## src/rtl/pt_walk_pkg.sv

```systemverilog
`timescale 1ns/1ps
package pt_walk_pkg;
   typedef enum logic [2:0] {
      PW_IDLE,
      PW_DIR_REQ,
      PW_DIR_WAIT,
      PW_LEAF_REQ,
      PW_LEAF_WAIT,
      PW_REFILL,
      PW_FAULT
   } pw_state_e;

   // flag bit positions inside an entry word
   localparam int unsigned FLAG_PRESENT = 0;
   localparam int unsigned FLAG_RD      = 1;
   localparam int unsigned PERM_CNT     = 4;   // rd, wr, ex, usr
   localparam int unsigned FLAG_CNT     = 1 + PERM_CNT;

   localparam logic LVL_DIR  = 1'b0;
   localparam logic LVL_LEAF = 1'b1;
endpackage

```

## src/rtl/pt_walk_decode.sv

```systemverilog
`timescale 1ns/1ps
module pt_walk_decode
   import pt_walk_pkg::*;
#(
   parameter int unsigned ENTRY_W = 32,
   parameter int unsigned PFN_W   = 20
) (
   input  logic [ENTRY_W-1:0]  entry,
   output logic                present,
   output logic [PFN_W-1:0]    frame,
   output logic [PERM_CNT-1:0] perm
);
   localparam int unsigned RSVD_W = ENTRY_W - PFN_W - FLAG_CNT;

   generate
      if (PFN_W + FLAG_CNT > ENTRY_W) begin : g_bad_entry
         $error("entry word too narrow for frame and flags");
      end
   endgenerate

   assign present = entry[FLAG_PRESENT];
   assign frame   = entry[ENTRY_W-1 -: PFN_W];

   generate
      for (genvar b = 0; b < PERM_CNT; b++) begin : g_perm
         assign perm[b] = entry[FLAG_RD + b];
      end
      if (RSVD_W > 0) begin : g_rsvd
         logic rsvd_unused;
         assign rsvd_unused = ^entry[FLAG_CNT +: RSVD_W];
      end
   endgenerate
endmodule

```

## src/rtl/pt_walk_addr.sv

```systemverilog
`timescale 1ns/1ps
module pt_walk_addr #(
   parameter int unsigned PA_W        = 32,
   parameter int unsigned PAGE_W      = 12,
   parameter int unsigned VPN_W       = 20,
   parameter int unsigned DIR_IDX_W   = 10,
   parameter int unsigned ENTRY_BYTES = 4
) (
   input  logic [PA_W-1:0]          root,
   input  logic [PA_W-PAGE_W-1:0]   tbl_frame,
   input  logic [VPN_W-1:0]         vpn,
   input  logic                     sel_leaf,
   output logic [PA_W-1:0]          addr
);
   localparam int unsigned TBL_IDX_W = VPN_W - DIR_IDX_W;
   localparam int unsigned SCALE_SH  = $clog2(ENTRY_BYTES);
   localparam bit          POW2      = ((1 << SCALE_SH) == ENTRY_BYTES);

   generate
      if (DIR_IDX_W >= VPN_W || PA_W <= DIR_IDX_W || PA_W <= TBL_IDX_W) begin : g_bad_idx
         $error("index field widths do not fit the address");
      end
   endgenerate

   logic [PA_W-1:0] base;
   logic [PA_W-1:0] idx_ext;

   always_comb begin
      if (sel_leaf) begin
         base    = {tbl_frame, {PAGE_W{1'b0}}};
         idx_ext = {{(PA_W-TBL_IDX_W){1'b0}}, vpn[TBL_IDX_W-1:0]};
      end else begin
         base    = root;
         idx_ext = {{(PA_W-DIR_IDX_W){1'b0}}, vpn[VPN_W-1 -: DIR_IDX_W]};
      end
   end

   generate
      if (POW2) begin : g_shift
         assign addr = base + (idx_ext << SCALE_SH);
      end else begin : g_mult
         localparam logic [PA_W-1:0] STRIDE = PA_W'(ENTRY_BYTES);
         assign addr = base + idx_ext * STRIDE;
      end
   endgenerate
endmodule

```

## src/rtl/pt_walk_fsm.sv

```systemverilog
`timescale 1ns/1ps
module pt_walk_fsm
   import pt_walk_pkg::*;
(
   input  logic      clk,
   input  logic      rst_n,
   input  logic      miss_valid,
   input  logic      req_ready,
   input  logic      rsp_valid,
   input  logic      rsp_present,
   output pw_state_e state_q,
   output logic      accept,
   output logic      dir_hit,
   output logic      dir_absent,
   output logic      leaf_hit,
   output logic      leaf_absent
);
   pw_state_e state_d;

   assign accept      = (state_q == PW_IDLE) && miss_valid;
   assign dir_hit     = (state_q == PW_DIR_WAIT)  && rsp_valid &&  rsp_present;
   assign dir_absent  = (state_q == PW_DIR_WAIT)  && rsp_valid && !rsp_present;
   assign leaf_hit    = (state_q == PW_LEAF_WAIT) && rsp_valid &&  rsp_present;
   assign leaf_absent = (state_q == PW_LEAF_WAIT) && rsp_valid && !rsp_present;

   always_comb begin
      state_d = state_q;
      unique case (state_q)
         PW_IDLE:      if (accept)      state_d = PW_DIR_REQ;
         PW_DIR_REQ:   if (req_ready)   state_d = PW_DIR_WAIT;
         PW_DIR_WAIT:  if (dir_hit)     state_d = PW_LEAF_REQ;
                       else if (dir_absent) state_d = PW_FAULT;
         PW_LEAF_REQ:  if (req_ready)   state_d = PW_LEAF_WAIT;
         PW_LEAF_WAIT: if (leaf_hit)    state_d = PW_REFILL;
                       else if (leaf_absent) state_d = PW_FAULT;
         PW_REFILL:    state_d = PW_IDLE;
         PW_FAULT:     state_d = PW_IDLE;
         default:      state_d = PW_IDLE;
      endcase
   end

   always_ff @(posedge clk or negedge rst_n) begin
      if (!rst_n) state_q <= PW_IDLE;
      else        state_q <= state_d;
   end

   // the second read never starts without a directory response
   p_leaf_after_dir_r3: assert property (@(posedge clk) disable iff (!rst_n)
      (state_q == PW_LEAF_REQ) && !$past(state_q == PW_LEAF_REQ)
         |-> $past(state_q == PW_DIR_WAIT) && $past(rsp_valid));
endmodule

```

## src/rtl/pt_walk_engine.sv

```systemverilog
`timescale 1ns/1ps
module pt_walk_engine
   import pt_walk_pkg::*;
#(
   parameter int unsigned VA_W      = 32,
   parameter int unsigned PA_W      = 32,
   parameter int unsigned PAGE_W    = 12,
   parameter int unsigned DIR_IDX_W = 10,
   parameter int unsigned ENTRY_W   = 32,
   localparam int unsigned VPN_W    = VA_W - PAGE_W,
   localparam int unsigned PFN_W    = PA_W - PAGE_W
) (
   input  logic                 clk,
   input  logic                 rst_n,
   input  logic                 miss_valid,
   output logic                 miss_ready,
   input  logic [VPN_W-1:0]     miss_vpn,
   input  logic [PA_W-1:0]      root_base,
   output logic                 mem_req_valid,
   input  logic                 mem_req_ready,
   output logic [PA_W-1:0]      mem_req_addr,
   input  logic                 mem_rsp_valid,
   input  logic [ENTRY_W-1:0]   mem_rsp_data,
   output logic                 refill_valid,
   output logic [VPN_W-1:0]     refill_vpn,
   output logic [PFN_W-1:0]     refill_pfn,
   output logic [PERM_CNT-1:0]  refill_perm,
   output logic                 fault_valid,
   output logic [VPN_W-1:0]     fault_vpn,
   output logic                 fault_level
);
   localparam int unsigned ENTRY_BYTES = ENTRY_W / 8;

   generate
      if (ENTRY_W % 8 != 0 || PAGE_W >= PA_W || PAGE_W >= VA_W) begin : g_bad_cfg
         $error("unsupported walker configuration");
      end
   endgenerate

   pw_state_e              state;
   logic                   accept, dir_hit, dir_absent, leaf_hit, leaf_absent;
   logic                   ent_present;
   logic [PFN_W-1:0]       ent_frame;
   logic [PERM_CNT-1:0]    ent_perm;

   logic [VPN_W-1:0]       vpn_q;
   logic [PA_W-1:0]        root_q;
   logic [PFN_W-1:0]       tbl_frame_q;
   logic [PFN_W-1:0]       leaf_pfn_q;
   logic [PERM_CNT-1:0]    leaf_perm_q;
   logic                   flt_lvl_q;

   pt_walk_decode #(.ENTRY_W(ENTRY_W), .PFN_W(PFN_W)) u_decode (
      .entry   (mem_rsp_data),
      .present (ent_present),
      .frame   (ent_frame),
      .perm    (ent_perm)
   );

   pt_walk_fsm u_fsm (
      .clk         (clk),
      .rst_n       (rst_n),
      .miss_valid  (miss_valid),
      .req_ready   (mem_req_ready),
      .rsp_valid   (mem_rsp_valid),
      .rsp_present (ent_present),
      .state_q     (state),
      .accept      (accept),
      .dir_hit     (dir_hit),
      .dir_absent  (dir_absent),
      .leaf_hit    (leaf_hit),
      .leaf_absent (leaf_absent)
   );

   pt_walk_addr #(
      .PA_W(PA_W), .PAGE_W(PAGE_W), .VPN_W(VPN_W),
      .DIR_IDX_W(DIR_IDX_W), .ENTRY_BYTES(ENTRY_BYTES)
   ) u_addr (
      .root      (root_q),
      .tbl_frame (tbl_frame_q),
      .vpn       (vpn_q),
      .sel_leaf  (state == PW_LEAF_REQ),
      .addr      (mem_req_addr)
   );

   always_ff @(posedge clk or negedge rst_n) begin
      if (!rst_n) begin
         vpn_q       <= '0;
         root_q      <= '0;
         tbl_frame_q <= '0;
         leaf_pfn_q  <= '0;
         leaf_perm_q <= '0;
         flt_lvl_q   <= LVL_DIR;
      end else begin
         if (accept) begin
            vpn_q  <= miss_vpn;
            root_q <= root_base;
         end
         if (dir_hit)     tbl_frame_q <= ent_frame;
         if (leaf_hit) begin
            leaf_pfn_q  <= ent_frame;
            leaf_perm_q <= ent_perm;
         end
         if (dir_absent)  flt_lvl_q <= LVL_DIR;
         if (leaf_absent) flt_lvl_q <= LVL_LEAF;
      end
   end

   assign miss_ready    = (state == PW_IDLE);
   assign mem_req_valid = (state == PW_DIR_REQ) || (state == PW_LEAF_REQ);
   assign refill_valid  = (state == PW_REFILL);
   assign fault_valid   = (state == PW_FAULT);
   assign refill_vpn    = vpn_q;
   assign fault_vpn     = vpn_q;
   assign refill_pfn    = leaf_pfn_q;
   assign refill_perm   = leaf_perm_q;
   assign fault_level   = flt_lvl_q;

   // reads granted since the last accepted miss
   logic [1:0] rd_cnt_q;
   always_ff @(posedge clk or negedge rst_n) begin
      if (!rst_n)                              rd_cnt_q <= '0;
      else if (miss_valid && miss_ready)       rd_cnt_q <= '0;
      else if (mem_req_valid && mem_req_ready) rd_cnt_q <= rd_cnt_q + 2'd1;
   end

   p_idle_quiet_r1: assert property (@(posedge clk) disable iff (!rst_n)
      miss_ready |-> !mem_req_valid && !refill_valid && !fault_valid);

   p_dir_one_read_r4: assert property (@(posedge clk) disable iff (!rst_n)
      fault_valid && (fault_level == LVL_DIR) |-> rd_cnt_q == 2'd1);

   p_leaf_fault_two_reads_r5: assert property (@(posedge clk) disable iff (!rst_n)
      fault_valid && (fault_level == LVL_LEAF) |-> rd_cnt_q == 2'd2);

   p_refill_two_reads_r6: assert property (@(posedge clk) disable iff (!rst_n)
      refill_valid |-> rd_cnt_q == 2'd2);

   p_req_hold_r7: assert property (@(posedge clk) disable iff (!rst_n)
      mem_req_valid && !mem_req_ready |=> mem_req_valid && $stable(mem_req_addr));

   p_busy_after_accept_r8: assert property (@(posedge clk) disable iff (!rst_n)
      miss_valid && miss_ready |=> !miss_ready);

   p_excl_r9: assert property (@(posedge clk) disable iff (!rst_n)
      !(refill_valid && fault_valid));

   p_pulse_r9: assert property (@(posedge clk) disable iff (!rst_n)
      (refill_valid || fault_valid) |=> miss_ready && !refill_valid && !fault_valid);

   p_stray_ignored_r10: assert property (@(posedge clk) disable iff (!rst_n)
      miss_ready && !miss_valid && mem_rsp_valid |=> miss_ready);
endmodule

```

## config.mk

```make
export PLATFORM = sky130hd
export DESIGN_NAME = pt_walk_engine
export DESIGN_NICKNAME = d
export VERILOG_FILES = /design/src/rtl/pt_walk_pkg.sv /design/src/rtl/pt_walk_decode.sv /design/src/rtl/pt_walk_addr.sv /design/src/rtl/pt_walk_fsm.sv /design/src/rtl/pt_walk_engine.sv
export SDC_FILE = /design/constraint.sdc
export NUM_CORES = 1
export LEC_CHECK = 0
export BUFFER_PORTS_ARGS = -buffer_cell sky130_fd_sc_hd__buf_2
export CORE_ASPECT_RATIO = 1.25
export CORE_MARGIN = 3
export CORE_UTILIZATION = 35
export DETAILED_ROUTE_END_ITERATION = 8
export GPL_TIMING_DRIVEN = 0
export PLACE_DENSITY = 0.62
export RECOVER_POWER = 100
export SYNTH_ARGS = -nofsm -noshare
export SYNTH_HDL_FRONTEND = slang
export SYNTH_SLANG_ARGS = --single-unit
```

## constraint.sdc

```tcl
create_clock -name clk -period 3.91 [get_ports clk]
set_clock_uncertainty 0.1 [all_clocks]
set_input_delay 0.391 -clock clk [delete_from_list [all_inputs] [get_ports clk]]
set_output_delay 0.391 -clock clk [all_outputs]
set_load 0.02 [all_outputs]
```

==> summary.md <==
| Metric | Value |
|---|---|
| Cell Area, Placed | `6760 µm²` |
| Fmax | `251 MHz` |
| Post-Place Cells | `890` |
| Post-Syn Instances | `499` |
| Cts bufs inserted | `9` |
| Die width | `119 µm` |
| Total number of vias | `4549` |
| Post-synth ARST share | `100%` |
| Max-cap viol count | `1` |
| Hold endpoint | `u_fsm.state_q[0]$_DFFE_PN0P_` |
| GPL Wtd Cong | `0.828` |
| ANT cells | `0` |
| Final setup viols | `5` |
| R2r startpoint | `u_fsm.state_q[2]$_DFFE_PN0P_` |
| R2R cell count | `6` |
| Worst path cell trace | `nand3b_4, buf_12, clkbuf_16, nand2_4, nand2_4, ha_4, inv_2, fa_2, nand2b_4, a2111oi_4, a211oi_4, a211oi_2, nand2_1, xor2_1, mux2i_2, buf_4` |
| Initial DRC count | `142` |
| Startpoint types | `flop` |
| Slowest cell on crit path | `dfrtp_1` |
| Layout cells sized above 1 | `50.1%` |
| Clock tree buffer depth | `2` |
| H-tree depth | `3` |
| Most used cell, CP | `nand2_4` |
| Gr ovfl total | `0` |
| Pwr dens | `1100 nW/µm²` |
| Register area share after synthesis | `45.1%` |
| Mean area per synthesized cell | `11.1 µm²` |
| Worst Setup End Kind | `output port` |
| Final instance area | `7550 µm²` |
| Seq cells post-synth | `100` |
| Yosys top cell by area | `dfrtp_1` |
| Initial antenna violation count | `0` |
| Reg-to-reg critical path endpoint | `root_q[25]$_DFFE_PN0P_` |
| Synth area leaders | `dfrtp_1 (45%), mux2_2 (20%), nand2_1 (3.8%), mux2i_1 (3.6%), xor2_1 (3.2%)` |
| Vias/cell | `4.90` |
| Final nets | `817` |
| Vias in the first global route | `4783` |
| Clock Latency Late Sink | `350 ps` |
| Slew margin rel. | `-25.9%` |
| Warnings, synthesis | `0` |
| Required @ worst endpoint | `3420 ps` |
| Most common cell in the netlist | `dfrtp_1` |
| Status | `finished, violations left` |
| Wire per inst | `17.3 µm` |
| Routed Wire Length | `16.1 mm` |
| Drt first pass iters | `4` |
| Die height | `147 µm` |
| Gr usage total | `18.2%` |
| RSZ-0062 raised after global routing | `true` |
| Final HPWL DP | `12.3 mm` |
| Failing checks | `capacitance limit, slew limit, setup timing` |
| Worst hold-check path type | `input pin to flop` |
| IO Pins | `190` |
| Share of the synthesized area in the top cell type | `45.1%` |
| Minimum clock period | `3990 ps` |
| Leakage | `3.50 nW` |
| Most used DFF post-synth | `dfrtp_1` |
| # clock sinks | `100` |
| Max stage delay on crit path | `410 ps` |
| Final Slew Violations | `34` |
| Peak supply drop | `491 µV` |
| Pin count of the biggest net entering global routing | `69` |
| Setup TNS | `-244 ps` |
| Post-DRT Antenna Nets | `0` |
| Fillers | `1456` |
| Row count | `50` |
| Hold path start | `mem_req_ready` |
| Post-Syn Nets | `599` |
| Hold Path Stages | `2` |
| Core region area | `15300 µm²` |
| WHS | `156 ps` |
| Initial Utilization | `36.4%` |
| CTS clk-pin slew, worst paths | `70 ps` |
| Final hold violation count | `0` |
| Reg-to-reg setup timing slack | `1660 ps` |
| Fin crit share | `102%` |
| Number of port buffers | `182` |
| Worst setup margin | `-80.4 ps` |
| Setup Crit Path Kind | `flop to output port` |
| Area grow syn2layout | `36.0%` |
| Post-synth EDFFs | `0` |
| Synthesized area | `5550 µm²` |
| Post-synth top cells | `dfrtp_1 (100), mux2_2 (97), nand2_1 (56)` |
| CP arrival | `3500 ps` |
| Die area | `17400 µm²` |
| Non-filler cells, final | `929` |
| Worst-margin pin slew | `1890 ps` |
| First-pass GRT wire length | `25.0 mm` |
| Synth cell types | `49` |
| Clk root buf | `clkbuf_16` |
| DR DRC count | `0` |
| Crit-path max FO | `5` |
| CTS tree | `yes` |
-- routing by layer --
metal,track usage [%],vias up,wire [µm]
li1,-,2157,-
met1,21.4,2208,6580
met2,32.1,159,8230
met3,4.27,25,943
met4,6.90,0,354
met5,0,-,0
-- logic make-up after synthesis --
kind of cell	synth area share [%]
adders and majority gates	2.79
xor gates and xnor gates	5.68
buffers and inverters	5.03
AOI/OAI and AO/OA	5.41
and+or+nand+nor	12.7
DFF	45.1
muxes	23.3
-- cells in the final DEF, fill, tap and decap left out, types with 7 or more instances in the layout --
cell and count:
a21oi_1 11, and2_1 13, buf_2 141, buf_4 52, clkbuf_1 46, clkbuf_16 11
dfrtp_1 98, mux2_2 97, mux2i_1 16, nand2_1 48, nand3_1 17, nor2_1 15
nor3_1 7, xnor2_1 14, xor2_1 17
-- worst max-delay path: cells and delay by family, from the launching register on --
kind / cells / cell delay [ps]
AO/OA/AOI/OAI: 3 / 770
XOR/XNOR: 1 / 160
adder cells (fa/ha/maj): 2 / 470
buffers and inverters: 4 / 490
flip-flops: 1 / 410
multiplexers: 1 / 210
AND/OR/NAND/NOR: 5 / 620
-- metrics by stage --
stage / utilization [%] / worst slack (ps) / power (mW)
2_1_floorplan: - / -20.6 / 5.20
3_3_place_gp: 44.1 / -958 / 6.59
3_5_place_dp: 44.3 / -1030 / 6.69
4_1_cts: 48.8 / -158 / 8.12
5_1_grt: 49.5 / -277 / 8.83
6_report: 49.5 / -80.4 / 8.29
-- power by group --
part	internal, mW	switching [mW]	leakage (nW)
registers	1.56	0.502	1.20
clock network	0.566	0.411	0.154
logic	2.30	2.94	2.15
total	4.43	3.85	3.50
-- sequential cells by signal, summed over array words and instances (netlist names) --
name and cells:
root_q 32, fault_vpn 20, refill_pfn 20, tbl_frame_q 20, refill_perm 4, u_fsm.state_q 3, fault_level 1
-- what timing repair did --
| item | 4_1_cts | 5_1_grt |
|---|---|---|
| gates resized for setup | 52 | 24 |
| buffers inserted | 19 | 8 |
| hold buffers | 1 | 0 |
| hold endpoints to repair | 32 | 0 |
| setup endpoints to repair | 25 | 19 |
| cloned | 0 | 1 |
| pin swaps | 11 | 11 |
-- layout make-up --
type                    count  area (µm²)  share of cell area (%)
clock buffers               9         225                    2.98
flip-flops and latches    100        2500                    33.2
repair buffers            211        1130                    15.0
inverters                   7        26.3                   0.348
multi-input cells         350        3010                    39.9
plain buffers              38         288                    3.81
well taps                 208         260                    3.45
clock inverters             6        96.3                    1.28
-- worst max-delay path by stage --
stage / from / end / slack (ps) / cells after the start
after global routing: u_fsm.state_q[2]$_DFFE_PN0P_ / mem_req_addr[26] / -280 / 16
final: u_fsm.state_q[2]$_DFFE_PN0P_ / mem_req_addr[26] / -80 / 16
after CTS: u_fsm.state_q[2]$_DFFE_PN0P_ / mem_req_addr[26] / -160 / 17
after floorplan: u_fsm.state_q[2]$_DFFE_PN0P_ / mem_req_addr[26] / -20 / 16
after detailed placement: u_fsm.state_q[2]$_DFFE_PN0P_ / mem_req_addr[26] / -1030 / 17
after global placement: u_fsm.state_q[2]$_DFFE_PN0P_ / mem_req_addr[26] / -960 / 17
Note: power is estimated with default switching activity, not from simulation.
